[src/rtl/seq_pkg.sv]
package seq_pkg;
  typedef enum logic [2:0] {
    ST_IDLE,
    ST_WAIT,
    ST_BUSY,
    ST_PUSH_A,
    ST_PUSH_B
  } seq_state_t;

  localparam logic [1:0] ADDR_CTRL    = 2'd0;
  localparam logic [1:0] ADDR_PACE_HI = 2'd1;
  localparam logic [1:0] ADDR_PACE_LO = 2'd2;
endpackage

[src/rtl/seq_edge_sync.sv]
module seq_edge_sync (
  input  logic clk,
  input  logic rst,
  input  logic pin_n,
  output logic fall
);
  logic s1, s2, s3;

  always_ff @(posedge clk) begin
    if (rst) begin
      s1 <= 1'b1;
      s2 <= 1'b1;
      s3 <= 1'b1;
    end else begin
      s1 <= pin_n;
      s2 <= s1;
      s3 <= s2;
    end
  end

  // s3 is the previous synchronized level
  assign fall = s3 & ~s2;
endmodule

[src/rtl/seq_pacer.sv]
module seq_pacer #(
  parameter int PACE_W = 24
) (
  input  logic              clk,
  input  logic              rst,
  input  logic              enable,
  input  logic              restart,
  input  logic [PACE_W-1:0] period,
  output logic              tick
);
  logic [PACE_W-1:0] cnt;
  logic [PACE_W-1:0] last;

  assign last = (period == '0) ? '0 : period - PACE_W'(1);

  always_ff @(posedge clk) begin
    if (rst || restart || !enable) cnt <= '0;
    else if (cnt >= last)          cnt <= '0;
    else                           cnt <= cnt + PACE_W'(1);
  end

  assign tick = enable && !restart && (cnt >= last);
endmodule

[src/rtl/seq_host_regs.sv]
module seq_host_regs
  import seq_pkg::*;
#(
  parameter int DATA_W = 16,
  parameter int PAIR_W = 4,
  parameter int PACE_W = 24,
  parameter int PACE_RST = 320
) (
  input  logic              clk,
  input  logic              rst,
  input  logic              wr_en,
  input  logic [1:0]        wr_addr,
  input  logic [DATA_W-1:0] wr_data,
  output logic              trig_en,
  output logic [PAIR_W-1:0] max_pair,
  output logic [1:0]        range,
  output logic              diff,
  output logic [PACE_W-1:0] pace,
  output logic              ctrl_wr,
  output logic              run_val,
  output logic              cfg_chg
);
  localparam int TRIG_BIT  = 1;
  localparam int MAX_LSB   = 2;
  localparam int RANGE_LSB = MAX_LSB + PAIR_W;
  localparam int DIFF_LSB  = RANGE_LSB + 2;
  localparam int CFG_TOP   = DIFF_LSB + 1;
  localparam int CFG_W     = CFG_TOP;
  localparam int HI_W      = PACE_W - DATA_W;

  logic [CFG_W-1:0]  cfg_q;     // control bits CFG_TOP:1
  logic [HI_W-1:0]   pace_hi;
  logic [DATA_W-1:0] pace_lo;
  logic [CFG_W-1:0]  cfg_new;
  logic              unused_bits;

  assign cfg_new     = wr_data[CFG_TOP:1];
  assign unused_bits = ^{wr_data[DATA_W-1:CFG_TOP+1], wr_data[DATA_W-1:HI_W]};

  always_ff @(posedge clk) begin
    ctrl_wr <= 1'b0;
    cfg_chg <= 1'b0;
    if (rst) begin
      cfg_q   <= '0;
      run_val <= 1'b0;
      pace_hi <= HI_W'(PACE_RST >> DATA_W);
      pace_lo <= DATA_W'(PACE_RST);
    end else if (wr_en) begin
      case (wr_addr)
        ADDR_CTRL: begin
          ctrl_wr <= 1'b1;
          run_val <= wr_data[0];
          cfg_chg <= (cfg_new != cfg_q);
          cfg_q   <= cfg_new;
        end
        ADDR_PACE_HI: pace_hi <= wr_data[HI_W-1:0];
        ADDR_PACE_LO: pace_lo <= wr_data;
        default: ;
      endcase
    end
  end

  assign trig_en  = cfg_q[TRIG_BIT-1];
  assign max_pair = cfg_q[MAX_LSB-1 +: PAIR_W];
  assign range    = cfg_q[RANGE_LSB-1 +: 2];
  assign diff     = |cfg_q[DIFF_LSB-1 +: 2];
  assign pace     = {pace_hi, pace_lo};
endmodule

[src/rtl/pair_adc_sequencer.sv]
module pair_adc_sequencer
  import seq_pkg::*;
#(
  parameter int DATA_W = 16,
  parameter int PAIR_W = 4,
  parameter int PACE_W = 24
) (
  input  logic              clk,
  input  logic              rst,
  input  logic              reg_wr_en,
  input  logic [1:0]        reg_wr_addr,
  input  logic [DATA_W-1:0] reg_wr_data,
  input  logic              ext_trig_n,
  output logic              conv_req,
  output logic [PAIR_W-1:0] conv_pair,
  output logic [1:0]        conv_range,
  output logic              conv_diff,
  input  logic              conv_done,
  input  logic [DATA_W-1:0] conv_res_a,
  input  logic [DATA_W-1:0] conv_res_b,
  output logic              fifo_push,
  output logic [DATA_W-1:0] fifo_data,
  output logic [PAIR_W:0]   fifo_chan,
  input  logic              fifo_full,
  output logic              fifo_clear,
  output logic              running
);
  localparam int CHAN_W = PAIR_W + 1;

  logic              cfg_trig_en, cfg_diff, ctrl_wr, run_val, cfg_chg;
  logic [PAIR_W-1:0] cfg_max;
  logic [1:0]        cfg_range;
  logic [PACE_W-1:0] pace;
  logic              trig_fall, tick;
  logic              start_evt, stop_evt, flush_evt;

  seq_state_t        state;
  logic              pend_q;
  logic [PAIR_W-1:0] pair_q, run_max;
  logic [1:0]        run_range;
  logic              run_diff;
  logic [DATA_W-1:0] res_a, res_b;

  seq_host_regs #(.DATA_W(DATA_W), .PAIR_W(PAIR_W), .PACE_W(PACE_W)) u_regs (
    .clk(clk), .rst(rst), .wr_en(reg_wr_en), .wr_addr(reg_wr_addr),
    .wr_data(reg_wr_data), .trig_en(cfg_trig_en), .max_pair(cfg_max),
    .range(cfg_range), .diff(cfg_diff), .pace(pace), .ctrl_wr(ctrl_wr),
    .run_val(run_val), .cfg_chg(cfg_chg)
  );

  seq_edge_sync u_trig (
    .clk(clk), .rst(rst), .pin_n(ext_trig_n), .fall(trig_fall)
  );

  assign start_evt = !running && ((ctrl_wr && run_val) || (trig_fall && cfg_trig_en));
  assign stop_evt  = running && ctrl_wr && !run_val;
  assign flush_evt = running && cfg_chg && !stop_evt;

  seq_pacer #(.PACE_W(PACE_W)) u_pacer (
    .clk(clk), .rst(rst), .enable(running),
    .restart(start_evt || flush_evt), .period(pace), .tick(tick)
  );

  always_ff @(posedge clk) begin
    conv_req   <= 1'b0;
    fifo_push  <= 1'b0;
    fifo_clear <= cfg_chg;
    if (rst) begin
      state      <= ST_IDLE;
      running    <= 1'b0;
      pend_q     <= 1'b0;
      pair_q     <= '0;
      conv_pair  <= '0;
      run_max    <= '0;
      run_range  <= '0;
      run_diff   <= 1'b0;
      res_a      <= '0;
      res_b      <= '0;
      fifo_data  <= '0;
      fifo_chan  <= '0;
      fifo_clear <= 1'b0;
    end else if (stop_evt) begin
      state   <= ST_IDLE;
      running <= 1'b0;
      pend_q  <= 1'b0;
    end else if (start_evt || flush_evt) begin
      running   <= 1'b1;
      state     <= ST_WAIT;
      pend_q    <= 1'b0;
      pair_q    <= '0;
      run_max   <= cfg_max;
      run_range <= cfg_range;
      run_diff  <= cfg_diff;
    end else begin
      if (tick && state != ST_WAIT) pend_q <= 1'b1;
      unique case (state)
        ST_WAIT: begin
          if (fifo_full) begin
            state   <= ST_IDLE;
            running <= 1'b0;
            pend_q  <= 1'b0;
          end else if (tick || pend_q) begin
            conv_req  <= 1'b1;
            conv_pair <= pair_q;
            pend_q    <= 1'b0;
            state     <= ST_BUSY;
          end
        end
        ST_BUSY: begin
          if (conv_done) begin
            res_a <= conv_res_a;
            res_b <= conv_res_b;
            state <= ST_PUSH_A;
          end
        end
        ST_PUSH_A: begin
          if (fifo_full) begin
            state   <= ST_IDLE;
            running <= 1'b0;
            pend_q  <= 1'b0;
          end else begin
            fifo_push <= 1'b1;
            fifo_data <= res_a;
            fifo_chan <= CHAN_W'({pair_q, 1'b0});
            state     <= ST_PUSH_B;
          end
        end
        ST_PUSH_B: begin
          if (fifo_full) begin
            state   <= ST_IDLE;
            running <= 1'b0;
            pend_q  <= 1'b0;
          end else begin
            fifo_push <= 1'b1;
            fifo_data <= res_b;
            fifo_chan <= CHAN_W'({pair_q, 1'b1});
            pair_q    <= (pair_q == run_max) ? '0 : pair_q + PAIR_W'(1);
            state     <= ST_WAIT;
          end
        end
        default: ;
      endcase
    end
  end

  assign conv_range = run_range;
  assign conv_diff  = run_diff;
endmodule

[config.mk]
export PLATFORM = sky130hd
export DESIGN_NAME = pair_adc_sequencer
export DESIGN_NICKNAME = d
export VERILOG_FILES = /design/src/rtl/seq_pkg.sv /design/src/rtl/seq_edge_sync.sv /design/src/rtl/seq_pacer.sv /design/src/rtl/seq_host_regs.sv /design/src/rtl/pair_adc_sequencer.sv
export SDC_FILE = /design/constraint.sdc
export NUM_CORES = 1
export LEC_CHECK = 0
export BUFFER_PORTS_ARGS = -buffer_cell sky130_fd_sc_hd__buf_2
export CORE_MARGIN = 10
export CORE_UTILIZATION = 31
export CTS_CLUSTER_DIAMETER = 60
export CTS_CLUSTER_SIZE = 24
export DETAILED_ROUTE_END_ITERATION = 8
export HOLD_SLACK_MARGIN = 0.12
export PLACE_DENSITY = 0.46
export SETUP_SLACK_MARGIN = 0.3
export SLEW_MARGIN = 20
export SYNTH_ARGS = -nofsm -noshare
export SYNTH_HDL_FRONTEND = slang
export SYNTH_SLANG_ARGS = --single-unit
[constraint.sdc]
create_clock -name clk -period 5.6 [get_ports clk]
set_input_delay 0.56 -clock clk [delete_from_list [all_inputs] [get_ports clk]]
set_output_delay 0.56 -clock clk [all_outputs]
set_load 0.02 [all_outputs]
==> results of run 1 <==
[state kept, by name, indices dropped and copies added (netlist names), 5 cells and up]
signal and count:
fifo_chan 5, fifo_data 16, res_a 16, res_b 16, u_pacer.cnt 24, u_regs.cfg_q 9
u_regs.pace_hi 8, u_regs.pace_lo 16
[worst max-delay path, cell delays in order, from the launching register on]
cell      delay [ns]
dfxtp_1         0.38
or4_4           0.60
nor4_4          0.18
nand2b_2        0.15
or4_4           0.53
nor2_1          0.13
xor2_1          0.17
nand2_1         0.07
ha_1            0.31
nand4_1         0.14
or4_1           0.51
a21oi_1         0.13
o21a_1          0.18
nor4_1          0.11
nor3_2          0.45
mux2i_1         0.25
[kinds of logic after synthesis]
family	count (synthesis)
and+or+nand+nor	329
adders and majority gates	28
DFF	139
xor gates and xnor gates	52
buffers and inverters	42
muxes	50
AOI/OAI and AO/OA	113
[layout by cell type, fill, tap and decap left out, drive strengths merged, types with 11 or more instances in the layout]
cell type  netlist  routed
ha              28      28
nand2b          14      14
nor3            11      11
buf              7      93
a21oi           65      65
nor2            91      91
nor4            13      13
a211oi          19      19
nand3           16      16
mux2i           50      50
dfxtp          139     139
inv              7      13
xor2            35      35
clkbuf          28      19
xnor2           17      17
nand2          136     136
[where the power goes]
group	total, µW	internal, µW	switching [µW]
combinational	163	65.7	97.2
sequential	1020	1000	18.2
clock	1250	783	471
[worst paths after layout]
check / slack [ns] / to / from
worst min-delay path: 0.32 / u_trig.s1$_SDFF_PP1_ / ext_trig_n
worst min register to register: 0.43 / u_trig.s2$_SDFF_PP1_ / u_trig.s1$_SDFF_PP1_
worst max-delay path: 1.24 / conv_pair[1]$_SDFFE_PP0P_ / u_regs.pace_lo[6]$_SDFFE_PP1P_
worst max register to register: 1.24 / conv_pair[1]$_SDFFE_PP0P_ / u_regs.pace_lo[6]$_SDFFE_PP1P_
[routing by layer]
metal / track usage [%] / wire [µm] / vias up
met5: 0 / 0 / -
met4: 4.11 / 190 / 0
met3: 3.83 / 644 / 12
met2: 20.7 / 7910 / 62
met1: 15.4 / 7890 / 2399
li1: - / - / 2743
[area by class of cell]
cell class                 count  area share (%)
sequential                   139            35.6
clock inverter                13            2.61
clock buffer                  19            5.80
tap                          270            4.32
multi-input combinational    572            45.1
timing repair buffer          93            6.18
inverter                       7           0.336
[through the flow]
step / util, % / total power (µW) / setup slack (ns) / hold WS (ns)
floorplan: - / 1150 / 1.70 / 0.389
global placement: 35.1 / 1210 / 1.32 / 0.417
detailed placement: 35.1 / 1210 / 1.24 / 0.416
CTS: 38.4 / 2470 / 1.22 / 0.300
global route: 38.4 / 2540 / 0.809 / 0.300
finish: 38.4 / 2440 / 1.24 / 0.320
==> out/qor.yml, run 1 <==
floorplanning:
  die_h_um: 164
  rows: 52
  dieArea_mm2: 0.0270
  fp.dieW_um: 164
  core_region_area_mm2: 0.0204
  start_util_pct: 31.7
  pin_count: 88
yosys:
  netlist_instances: 753
  ys.flop_type: "dfxtp_1"
  synth_top_family_by_area: "simple AND/OR/NAND/NOR gates"
  yosys-top-cells-area: "dfxtp_1, nand2_1, mux2i_1"
  synth-adder-area-share_pct: 5.42
  syn_nets: 837
  ys_seq_area_share_pct: 43.1
  synthMuxAreaShare_pct: 7.74
  synth_edf_count: 0
  synthTopCellsByCount: "dfxtp_1, nand2_1, nor2_1, a21oi_1, mux2i_1"
  yosys.area_share.simple_pct: 23.7
  yosysTopAreaCellShare_pct: 43.1
  synthXorXnorAreaFrac_pct: 7.05
  netlist_area_mm2: 0.00646
  yosys_warnings: 0
  yosys.area.top_type: "dfxtp_1"
  avgSynthCellArea_um2: 8.58
  yosysUniqueCellTypes: 50
  synth_compound_area_share_pct: 10.6
  synthArstFlopShare_pct: 0
  synth_most_common_cell: "dfxtp_1"
  synth-seq-cells: 139
worst_setup_path:
  critPathMaxFanout: 7
  cp.arrival_ns: 4.72
  endpoint_kind: "flop"
  cp.required_ns: 5.95
  ff2ff_path_depth: 15
  crit_type: "flop to flop"
  critPathLaunchType: "flop"
placement:
  placed_cell_area_mm2: 0.00716
  placed_cells: 1081
  io_buffers: 87
  gp_congestion: 0.810
  dp.final_hpwl_mm: 12.0
min_path:
  hold_path_depth: 2
  hp-class: "input port to flop"
cells_and_area:
  final_cells: 1113
  multiInputGateArea_mm2: 0.00353
  n_fill_cell: 2132
  fin_area_mm2: 0.00781
  syn_to_final_growth_pct: 20.9
  drive_above_1_share_pct: 16.8
  seqCellArea_mm2: 0.00278
  antenna-diode-count: 0
  fin_nets: 914
global_route:
  grt-ovfl-total: 0
  grtUsageTotal_pct: 12.6
  grt_max_degree: 63
  grt_pass1_vias: 5274
  antenna_found_initial: 0
  grt_pass1_wl_mm: 27.3
flow_run:
  cap_violations: 0
timing:
  fmax_mhz: 229
  clock_skew_ns: 0.0110
  relSlewSlack_pct: 30.7
  period_share_pct: 77.9
  hold_viol: 0
  setup-tns-final_ns: 0
  rsz0062_at_grt: "false"
  min_period_ns: 4.36
  worstMarginPinSlew_ns: 1.04
  timing.final.max_slew_violations: 0
  setup_viol_count_final: 0
cts:
  tritoncts.num_buffers: 17
  clkLatencyLatePin_ns: 0.43
  clockBufferDepth: 2
  cts_tree: "built"
  cts.sinks: 139
  cts.clk_slew.worst_paths_ns: 0.06
  cts.repair.resized: 0
  cts-hold-fix-buffers: 0
  htreeDepth: 4
  post-cts-setup-buffer-count: 0
  clock-root-buffer: "clkbuf_16"
route:
  wl_mm: 16.6
  wl_per_cell_um: 14.9
  via_per_inst: 4.69
  ant_nets: 0
  dr.first_iter.drc_count: 279
  firstDrtPassIters: 4
  drc: 0
  vias: 5216
run_status:
  status: "completed"
power_and_ir_drop:
  p_leak_uw: 0.00312
  ir_drop_uv: 211
  power_density_mw_per_mm2: 312
Note: power is estimated with default switching activity, not from simulation.
==> inputs of run 2 (changes only) <==
Clock period 5.6 ns to 4.5 ns, I/O delays scaled along.
==> run 2 against run 1 <==
  * Clock-buffer cell count down 2
  * Flip-flop and latch count unchanged
  * Total power up 15%
  * Die area unchanged
  * Maximum frequency up 6.2%
  * Sequential share of layout area down 0.35 points
  * Clock skew up 0.00090 ns
  * Register-to-register slack worse by 0.84 ns
==> out/qor.yml, run 2 (synthesis gave the netlist of run 1 again) <==
cts:
  cts_tree: "built"
  cts-hold-fix-buffers: 0
  tritoncts.num_buffers: 17
  clockBufferDepth: 2
  cts.sinks: 139
  clkLatencyLatePin_ns: 0.42
  clock-root-buffer: "clkbuf_16"
  htreeDepth: 4
  cts.clk_slew.worst_paths_ns: 0.06
global_route:
  grtUsageTotal_pct: 12.6
  grt-ovfl-total: 0
  grt_pass1_wl_mm: 27.3
  grt_pass1_vias: 5224
  grt_max_degree: 61
  antenna_found_initial: 0
floorplanning:
  start_util_pct: 31.7
  pin_count: 88
  core_region_area_mm2: 0.0204
  die_h_um: 164
  rows: 52
  fp.dieW_um: 164
  dieArea_mm2: 0.0270
cells_and_area:
  antenna-diode-count: 0
  syn_to_final_growth_pct: 22.2
  fin_nets: 931
  utilization_pct: 38.8
  regMostFlops: "u_pacer.cnt"
  mostFrequentLayoutCell: "dfxtp_1"
  drive_above_1_share_pct: 19.5
  largest_reg_flops: 24
  layout_common_cells: "dfxtp_1, nand2_1, nor2_1, buf_2, a21oi_1"
timing:
  worstMarginPinSlew_ns: 1.07
  relSlewSlack_pct: 28.3
  period_share_pct: 91.3
  whs_ns: 0.208
  fin_ws_ns: 0.392
  timing.final.max_slew_violations: 0
  rsz0062_at_grt: "true"
  hold_viol: 0
  clock_skew_ns: 0.0119
  min_period_ns: 4.11
  fmax_mhz: 243
  setup-tns-final_ns: 0
  setup_viol_count_final: 0
route:
  via_per_inst: 4.66
  vias: 5255
  wl_mm: 16.8
  firstDrtPassIters: 4
  ant_nets: 0
  drc: 0
  wl_per_cell_um: 14.9
  dr.first_iter.drc_count: 247
worst_setup_path:
  cp.required_ns: 4.85
  cp.arrival_ns: 4.46
  critPathLaunchType: "flop"
  critPathMaxFanout: 7
  crit_type: "flop to flop"
  endpoint_kind: "flop"
  ff2ff_path_depth: 15
power_and_ir_drop:
  power_density_mw_per_mm2: 355
  p_leak_uw: 0.00316
  ir_drop_uv: 232
flow_run:
  cap_violations: 0
min_path:
  hp-class: "input port to flop"
  hold_path_depth: 2
placement:
  io_buffers: 87
  dp.final_hpwl_mm: 12.1
  gp_congestion: 0.754
  pre_cts_slack_ns: 0.152
run_status:
  status: "completed"
## run 2: changes by cell type in the layout (fill, tap and decap cells not counted), moves of 3 or more
cell	change
nor4_1	-4
clkinv_2	+3
buf_4	+17
clkinvlp_4	+3
nor4_2	+4
bufinv_16	-3
## run 2: metal layers
metal | share of wire (%) | global-route usage [%]
met5 | 0 | 0
met4 | 0.52 | 4.15
met3 | 4.2 | 3.44
met2 | 48 | 20.7
met1 | 47 | 15.7
## run 2: final timing paths
check | start | to | slack [ns]
min | ext_trig_n | u_trig.s1$_SDFF_PP1_ | 0.21
min reg2reg | u_trig.s1$_SDFF_PP1_ | u_trig.s2$_SDFF_PP1_ | 0.43
max | u_regs.pace_lo[8]$_SDFFE_PP1P_ | conv_pair[1]$_SDFFE_PP0P_ | 0.39
max reg2reg | u_regs.pace_lo[8]$_SDFFE_PP1P_ | conv_pair[1]$_SDFFE_PP0P_ | 0.39
## run 2: worst max-delay path, cell delays in order, from the launching register on
cell and delay (ns):
dfxtp_2 0.33, or4_4 0.56, nor4_4 0.23, nand2b_4 0.12, or4_4 0.54, o31a_1 0.26, a31oi_1 0.15, ha_1 0.16
nand4_1 0.12, or4_4 0.56, a21oi_2 0.11, o21a_1 0.17, nor4_2 0.05, buf_4 0.17, nor3_4 0.29, mux2i_1 0.22
## run 2: repair_timing
| action | CTS | global route |
|---|---|---|
| buffers inserted | 4 | 4 |
| setup endpoints to repair | 4 | 31 |
| gates resized for setup | 3 | 10 |
| pin swaps | 6 | 8 |
## run 2: report_power, final
group	leakage (µW)	internal [µW]	switching, µW
Clock	0.000263	759	552
Combinational	0.00178	93.1	125
Sequential	0.00112	1250	22.9
## run 2: area by class of cell
type / instances / area (µm²)
clock buffer: 17 / 425
clock inverter: 13 / 123
fill: 2139 / 12500
inverter: 7 / 26.3
multi-input combinational: 572 / 3590
sequential: 139 / 2790
tap: 270 / 338
timing repair buffer: 110 / 611
## run 2: per-stage QoR
stage | std cells | cell area, µm² | total power, µW
after floorplan | 753 | 6460 | 1430
after global placement | 1090 | 7220 | 1510
after detailed placement | 1090 | 7220 | 1510
after CTS | 1124 | 7820 | 2840
after global routing | 1128 | 7900 | 2920
final | 1128 | 7900 | 2800
